**src/rtl/opaddr_gen.sv**
```systemverilog
module opaddr_gen #(
  parameter int W = 32
) (
  input  logic         clk,
  input  logic         rst_n,
  input  logic         start,
  input  logic [3:0]   mode,
  input  logic         base_is_pc,
  input  logic [W-1:0] base_val,
  input  logic [W-1:0] index_val,
  input  logic [W-1:0] disp,
  input  logic [W-1:0] imm,
  input  logic [W-1:0] pc,
  input  logic [1:0]   scale_sel,
  input  logic [2:0]   step,
  input  logic [W-1:0] mem_rdata,
  output logic         mem_req,
  output logic [W-1:0] mem_addr,
  output logic         busy,
  output logic         done,
  output logic         illegal,
  output logic         operand_valid,
  output logic [W-1:0] operand,
  output logic         addr_valid,
  output logic [W-1:0] addr,
  output logic         wb_en,
  output logic [W-1:0] wb_value
);
  localparam logic [3:0] M_IMM = 4'd0, M_REG = 4'd1, M_BD = 4'd2, M_BX = 4'd3,
                         M_SCL = 4'd4, M_INC = 4'd5, M_DEC = 4'd6, M_UPD = 4'd7,
                         M_IND = 4'd8;

  typedef enum logic [1:0] {S_IDLE, S_REQ, S_DATA} st_t;
  st_t st;

  wire [W-1:0] bd_base = base_is_pc ? pc : base_val;
  wire [W-1:0] scaled  = index_val << scale_sel;
  wire [W-1:0] step_w  = W'(step);
  wire [W-1:0] upd_sum = base_val + disp;

  assign busy = (st != S_IDLE);

  always_ff @(posedge clk) begin
    if (!rst_n) begin
      st <= S_IDLE;
      mem_req <= 1'b0;
      mem_addr <= '0;
      done <= 1'b0;
      illegal <= 1'b0;
      operand_valid <= 1'b0;
      operand <= '0;
      addr_valid <= 1'b0;
      addr <= '0;
      wb_en <= 1'b0;
      wb_value <= '0;
    end else begin
      done <= 1'b0;
      illegal <= 1'b0;
      operand_valid <= 1'b0;
      addr_valid <= 1'b0;
      wb_en <= 1'b0;
      mem_req <= 1'b0;
      case (st)
        S_IDLE: if (start) begin
          if (mode == M_IND) begin
            mem_req <= 1'b1;
            mem_addr <= base_val;
            st <= S_REQ;
          end else begin
            done <= 1'b1;
            case (mode)
              M_IMM: begin operand <= imm; operand_valid <= 1'b1; end
              M_REG: begin operand <= base_val; operand_valid <= 1'b1; end
              M_BD:  begin addr <= bd_base + disp; addr_valid <= 1'b1; end
              M_BX:  begin addr <= base_val + index_val; addr_valid <= 1'b1; end
              M_SCL: begin addr <= base_val + scaled; addr_valid <= 1'b1; end
              M_INC: begin
                addr <= base_val; addr_valid <= 1'b1;
                wb_value <= base_val + step_w; wb_en <= 1'b1;
              end
              M_DEC: begin
                addr <= base_val; addr_valid <= 1'b1;
                wb_value <= base_val - step_w; wb_en <= 1'b1;
              end
              M_UPD: begin
                addr <= upd_sum; addr_valid <= 1'b1;
                wb_value <= upd_sum; wb_en <= 1'b1;
              end
              default: illegal <= 1'b1;
            endcase
          end
        end
        S_REQ: st <= S_DATA;
        S_DATA: begin
          addr <= mem_rdata;
          addr_valid <= 1'b1;
          done <= 1'b1;
          st <= S_IDLE;
        end
        default: st <= S_IDLE;
      endcase
    end
  end

  a_r7_single_done: assert property (@(posedge clk) disable iff (!rst_n)
    (start && !busy && mode != M_IND) |=> done);
  a_r8_indirect_req: assert property (@(posedge clk) disable iff (!rst_n)
    (start && !busy && mode == M_IND) |=> (mem_req && busy && !done));
  a_r9_busy_ignores: assert property (@(posedge clk) disable iff (!rst_n)
    (busy && start) |=> (!operand_valid && !wb_en && !illegal));
  a_r10_illegal_clean: assert property (@(posedge clk) disable iff (!rst_n)
    illegal |-> (done && !addr_valid && !operand_valid && !wb_en));
  a_r2_operand_no_mem: assert property (@(posedge clk) disable iff (!rst_n)
    operand_valid |-> (!addr_valid && !mem_req && !wb_en));
  a_r5_wb_with_addr: assert property (@(posedge clk) disable iff (!rst_n)
    wb_en |-> addr_valid);
  a_r7_result_one_kind: assert property (@(posedge clk) disable iff (!rst_n)
    $onehot0({operand_valid, addr_valid, illegal}));
endmodule

```
**config.mk**
```make
export PLATFORM = sky130hd
export DESIGN_NAME = opaddr_gen
export DESIGN_NICKNAME = d
export VERILOG_FILES = /design/src/rtl/opaddr_gen.sv
export SDC_FILE = /design/constraint.sdc
export NUM_CORES = 1
export LEC_CHECK = 0
export CORE_AREA = 4 4 195 197
export CTS_CLUSTER_DIAMETER = 30
export CTS_CLUSTER_SIZE = 8
export DETAILED_ROUTE_END_ITERATION = 16
export DIE_AREA = 0 0 199 201
export PLACE_DENSITY_LB_ADDON = 0.2
export SLEW_MARGIN = 10
export SYNTH_ARGS = -nofsm -noshare
export SYNTH_HDL_FRONTEND = slang
export SYNTH_SLANG_ARGS = --single-unit
export TNS_END_PERCENT = 10
```
**constraint.sdc**
```tcl
create_clock -name clk -period 6.7 [get_ports clk]
set_clock_uncertainty 0.2 [all_clocks]
set_input_delay 0.67 -clock clk [delete_from_list [all_inputs] [get_ports clk]]
set_output_delay 0.67 -clock clk [all_outputs]
set_load 0.005 [all_outputs]
```
==> results of run 1 <==
==> worst paths after layout <==
path | endpoint | slack, ns | from | cells after the start
setup / recovery | addr[30] | 1.38 | mode[1] | 16
hold / removal | mem_addr[20] | 0.25 | mem_addr[20] | 2
setup reg to reg | addr[24] | 3.96 | st[0] | 8
hold reg to reg | mem_addr[20] | 0.25 | mem_addr[20] | 2
==> logic make-up after synthesis <==
group	Yosys count
XOR/XNOR	92
adder cells (fa/ha/maj)	130
buffers and inverters	154
flip-flops	136
multiplexers	100
AND/OR/NAND/NOR	662
AO/OA/AOI/OAI	695
==> Yosys cell counts, types with 17 or more instances <==
cell type | n | area [sq um]
a31oi_1 | 31 | 194
a21oi_1 | 214 | 1070
a221oi_1 | 22 | 193
nand4_1 | 18 | 113
xnor2_1 | 68 | 596
nor3_1 | 46 | 230
o21a_1 | 17 | 128
dfxtp_1 | 136 | 2720
o21ai_0 | 121 | 606
nor2b_1 | 18 | 113
o211ai_1 | 21 | 158
nand3_1 | 51 | 255
a21o_1 | 72 | 541
inv_1 | 40 | 150
ha_1 | 126 | 1580
nor2_1 | 159 | 597
mux2_2 | 42 | 473
mux2i_1 | 58 | 581
xor2_1 | 24 | 210
nand2_1 | 272 | 1020
a211oi_1 | 53 | 398
clkbuf_1 | 96 | 360
==> power groups by stage <==
stage | combinational [uW] | clock [uW] | sequential (uW)
after floorplan | 844 | 0 | 881
after global placement | 1310 | 0 | 885
after detailed placement | 1310 | 0 | 885
after CTS | 1320 | 967 | 868
after global routing | 1460 | 1010 | 871
final | 1340 | 952 | 868
==> routing by layer <==
| metal | up-vias | part of all wire (%) | GRT usage (%) |
|---|---|---|---|
| li1 | 7828 | - | - |
| met1 | 7601 | 44 | 40.4 |
| met2 | 750 | 45 | 46.2 |
| met3 | 64 | 8.3 | 4.11 |
| met4 | 0 | 2.5 | 7.47 |
| met5 | - | 0 | 0 |
==> tightest hold or removal path, delay by kind of cell, from the launching register on <==
family | cells | cell delay [ns]
flip-flops | 1 | 0.31
AO/OA/AOI/OAI | 1 | 0.05
AND/OR/NAND/NOR | 1 | 0.05
==> final cells by class <==
class	instances	area share, %
sequential	136	14.6
inverter	42	0.844
clock inverter	12	0.684
clock buffer	19	2.32
tap	468	3.14
timing repair buffer	359	18.9
multi-input combinational	1679	59.5
==> per-stage QoR <==
step,worst slack (ns),util (%),hold slack (ns),total power (uW),cells
after floorplan,2.31,-,0.248,1730,1969
after global placement,1.20,49.9,0.241,2190,2684
after detailed placement,1.02,49.9,0.246,2200,2684
after CTS,1.48,51.5,0.254,3160,2715
after global routing,1.03,51.5,0.273,3340,2715
final,1.38,51.5,0.253,3160,2715
==> state kept, by name, indices dropped and copies added, names as in the netlist, 2 cells and up <==
signal    count
addr         32
mem_addr     32
operand      32
st            2
wb_value     32
==> results.tsv, run 1 <==
metric	value	unit
status	complete, no violations	
sequential share of the synthesized area	18.9	%
Syn Std Cell Area	14400	sq um
Post-synth EDFFs	0	
post-CTS setup buffers	0	
Post-Synth XOR/XNOR Area	5.61	%
Setup Crit Path Kind	primary input to flip-flop	
total congestion overflow	0	
number of max-cap violations	0	
core box area	36300	sq um
# hold bufs at CTS	0	
WP buf/inv	1	
die area	40000	sq um
worst-margin pin slew	1.04	ns
flip-flop and latch area	2720	sq um
P_leak	0.00753	uW
Syn Nets	2304	
Worst Setup Start Kind	primary input	
post_cts resized	0	
slew margin rel.	30.5	%
layout cells sized above 1	6.28	%
initial antenna violation count	1	
Root Buffer	clkbuf_16	
Synth cell types	88	
hpwl dp	47.2	mm
Design Area, Final	18700	sq um
pin count of the biggest net entering global routing	66	
Critical Path AT	5.43	ns
post-DR vias/cell	5.98	
clock share of power	30.1	%
Syn Area/Cell	7.30	sq um
first-pass GRT wire length	90.7	mm
Worst Hold Class	flip-flop to flip-flop	
Slowest-stage cell, CP	clkdlybuf4s50_1	
Switching Fraction	37.2	%
Post-route DRC	0	
multi-input logic area	11100	sq um
Layout fillers	3520	
most common cell after layout, fill and taps aside	clkdlybuf4s50_1	
clk slew on worst S/H paths	0.07	ns
Pint	1990	uW
GPL Wtd Cong	0.963	
VDD IR max	0.000113	V
die height	201	microns
ant diodes	0	
synthesized flop and latch total	136	
PD cells	169	nW/um^2
worst path cell trace	clkdlybuf4s50_1, nor2_1, nand2_1, nor2_1, a21oi_1, o21ai_0, ha_1, a211oi_1, o21ai_0, nand3_1, a21oi_1, o21ai_1, o21ai_0, a221oi_1, mux2i_1, a41oi_1	
drt total wl	60.6	mm
Final #Nets	2570	
final setup violating endpoints	0	
CP max FO	14	
fmax	188	MHz
CP peak stage delay	0.62	ns
total vias in the final route	16200	
total global-route track usage	28.8	%
most frequent CP cell	o21ai_0	
Port-buffer cells	339	
Synth Area in Compound Gates	31.6	%
post-layout minimum cycle time	5.32	ns
Slew Limit Fails	0	
Final Cycle Share	79.3	%
Top FF cell, synth	dfxtp_1	
DR pass1 iterations	5	
async set-reset flop share out of synthesis	0	%
main combinational cell family by area after synthesis	compound AO/OA/AOI/OAI gates	
clock buffer count from CTS	17	
Clock Sink Count	136	
Die Span X	199	microns
Routed Antenna Nets	0	
mux share of post-synthesis cell area	7.33	%
Initial DRC Count	1458	
TritonCTS clock tree	built	
Synth Area in Simple Gates	21.0	%
num ports	340	
Initial Util	39.6	%
Worst path top cell family by delay	compound AO/OA/AOI/OAI gates	
vias in the first global route	15500	
sequential share of power	27.4	%
Synth-to-Final Area Change	29.9	%
adder-cell share of the synthesized area	11.5	%
most frequent cells in the layout	clkdlybuf4s50_1 (337), nand2_1 (272), a21oi_1 (214)	
final hold violations	0	
setup tns final	0	ns
DR WL/cell	22.3	microns
Setup crit end kind	flip-flop	
CP required	6.81	ns
RSZ-0062 raised after global routing	false	
Clock Path Buffers	2	
area post-placement	18100	sq um
combinational power share	42.5	%
row cnt	70	
CTS H-Tree Depth	4	
Worst-Skew Late Latency	0.43	ns
Yosys Warn Count	0	
P_sw	1180	uW
Synth Instances	1969	
No activity file was read; power rests on OpenSTA's default activity.
==> inputs of run 2 (changes only) <==
==> constraint.sdc (replaced) <==
create_clock -name clk -period 4.48 [get_ports clk]
set_clock_uncertainty 0.2 [all_clocks]
set_input_delay 0.448 -clock clk [delete_from_list [all_inputs] [get_ports clk]]
set_output_delay 0.448 -clock clk [all_outputs]
set_load 0.005 [all_outputs]
==> run 2 against run 1 <==
Against the previous run:
- final area increased by 6.1%
- final cell count grew 5.2%
- wire length increased by 5.6%
- sequential cell count is the same
- sequential power up 50%
- critical endpoint is now wb_value[25]
==> results.tsv, run 2 (synthesis results as in run 1) <==
metric	value	unit	change
status	complete, no violations		
Design Area, Final	19800	sq um	+6.1%
core box area	36300	sq um	unchanged
DR WL/cell	22.4	microns	+0.37%
Initial Util	39.6	%	unchanged
total vias in the final route	16800		+3.6%
setup tns final	0	ns	unchanged
GPL Wtd Cong	0.965		+0.22%
P_sw	1830	uW	+55%
clock share of power	30.4	%	+0.3 points
Port-buffer cells	339		unchanged
post-layout minimum cycle time	4.22	ns	
Slowest-stage cell, CP	clkdlybuf4s50_1		
DR pass1 iterations	5		unchanged
total congestion overflow	0		unchanged
slew margin rel.	36.4	%	+5.9 points
Layout fillers	3545		+0.71%
layout cells sized above 1	11.9	%	+5.7 points
flop2flop setup slack	1.76	ns	-2.20 ns
CP max FO	5		-9
Synth-to-Final Area Change	37.8	%	
Worst-Skew Late Latency	0.44	ns	about the same
CP peak stage delay	0.47	ns	-0.15 ns
CP required	4.65	ns	-2.16 ns
RSZ-0062 raised after global routing	false		
Hold WS	0.255	ns	+0.00162 ns
clock buffer count from CTS	17		unchanged
Routed Antenna Nets	0		unchanged
PD cells	252	nW/um^2	+49%
Pint	3160	uW	+59%
R2R Path Start	st[0]		
first-pass GRT wire length	95.7	mm	+5.5%
drt total wl	64.0	mm	+5.6%
Critical Path AT	4.39	ns	-1.04 ns
Slew Limit Fails	0		unchanged
pin count of the biggest net entering global routing	74		+12%
Clock Path Buffers	2		unchanged
Crit path depth	18		+2
worst-margin pin slew	0.954	ns	-0.0869 ns
combinational power share	43.6	%	+1.1 points
Final Cycle Share	94.3	%	
hpwl dp	51.3	mm	+8.7%
fmax	237	MHz	
VDD IR max	0.000263	V	+130%
Post-route DRC	0		unchanged
most frequent cells in the layout	clkdlybuf4s50_1 (337), nand2_1 (271), a21oi_1 (213)		
clk slew on worst S/H paths	0.07	ns	about the same
Die Span X	199	microns	unchanged
die height	201	microns	unchanged
row cnt	70		unchanged
Setup crit end kind	flip-flop		
most frequent CP cell	buf_4		
P_leak	0.00825	uW	+9.5%
Worst Hold Class	flip-flop to flip-flop		
Critical Path Start	mode[2]		
final hold violations	0		unchanged
TritonCTS clock tree	built		
ant diodes	0		unchanged
initial antenna violation count	1		unchanged
critical path endpoint	wb_value[25]		
Clock Sink Count	136		unchanged
number of max-cap violations	0		unchanged
Worst Setup Start Kind	primary input		
Final #Nets	2712		+5.5%
Root Buffer	clkbuf_16		
area post-placement	19200	sq um	+6.1%
Reg2Reg Depth	8		unchanged
CTS H-Tree Depth	4		unchanged
worst path cell trace	clkdlybuf4s50_1, nor2b_1, buf_4, nand2_1, nor2_1, buf_4, mux2i_1, ha_1, nor2b_1, o21ai_1, a21oi_1, o41ai_2, buf_4, o21ai_1, nand2_1, or3_1, a211o_1, a41oi_1		
die area	40000	sq um	unchanged
WP buf/inv	4		+3
Critical R2R Capture	addr[31]		
final setup violating endpoints	0		unchanged
most common cell after layout, fill and taps aside	clkdlybuf4s50_1		
total global-route track usage	30.6	%	+1.8 points
Switching Fraction	36.6	%	-0.59 points
Setup Crit Path Kind	primary input to flip-flop		
vias in the first global route	16200		+4.6%
Initial DRC Count	1190		-18%
Worst path top cell family by delay	compound AO/OA/AOI/OAI gates		
post-DR vias/cell	5.89		-1.5%
sequential share of power	26.0	%	-1.4 points
# hold bufs at CTS	0		unchanged
num ports	340		unchanged
## run 2: power by group through the flow
stage	combinational, uW	clock (uW)	sequential (uW)
floorplan	1260	0	1320
global placement	2130	0	1320
detailed placement	2130	0	1320
CTS	2150	1530	1290
global route	2370	1580	1300
finish	2180	1520	1300
## run 2: area by class of cell
class	instances	area, sq um	share of cell area [%]
clock buffers	19	443	2.24
clock inverters	11	148	0.745
inverters	42	158	0.796
multi-input cells	1679	11100	56.1
flip-flops and latches	136	2720	13.7
well taps	468	586	2.96
repair buffers	501	4640	23.4
## run 2: timing repair
action                     CTS  global route
buffers inserted             0             0
gates resized for setup      0             2
setup endpoints to repair    0             4
## run 2: how the worst min path moves through the flow
stage            startpoint           end  slack (ns)  depth (start not counted)
2_1_floorplan  wb_value[15]  wb_value[15]        0.25                          2
3_3_place_gp   mem_addr[18]  mem_addr[18]        0.24                          2
3_5_place_dp   mem_addr[12]  mem_addr[12]        0.25                          2
4_1_cts        mem_addr[12]  mem_addr[12]        0.26                          2
5_1_grt         mem_addr[3]   mem_addr[3]        0.28                          2
6_report       mem_addr[16]  mem_addr[16]        0.25                          2
## run 2: worst reg2reg max path: stages, from the launching register on
cell     delay [ns]
dfxtp_1        0.37
nor2_1         0.15
nand2_1        0.24
nor2_1         0.24
o21ai_2        0.22
buf_4          0.27
a221o_1        0.36
a211o_1        0.28
a211o_1        0.29
## run 2: metrics by stage
step / worst slack [ns] / std cells / total power, uW / util (%)
detailed placement: -0.218 / 2826 / 3450 / 53.0
floorplan: 0.308 / 1969 / 2580 / -
global placement: -0.189 / 2826 / 3450 / 53.0
finish: 0.257 / 2856 / 4990 / 54.6
CTS: 0.246 / 2856 / 4970 / 54.6
global route: 0.00806 / 2856 / 5250 / 54.6
## run 2: layer usage
metal | GRT usage (%) | vias to the layer above | share of wire, %
met1 | 43.2 | 7928 | 45
li1 | - | 8106 | -
met2 | 47.4 | 700 | 43
met5 | 0 | - | 0.020
met3 | 5.87 | 89 | 8.6
met4 | 8.84 | 2 | 2.8
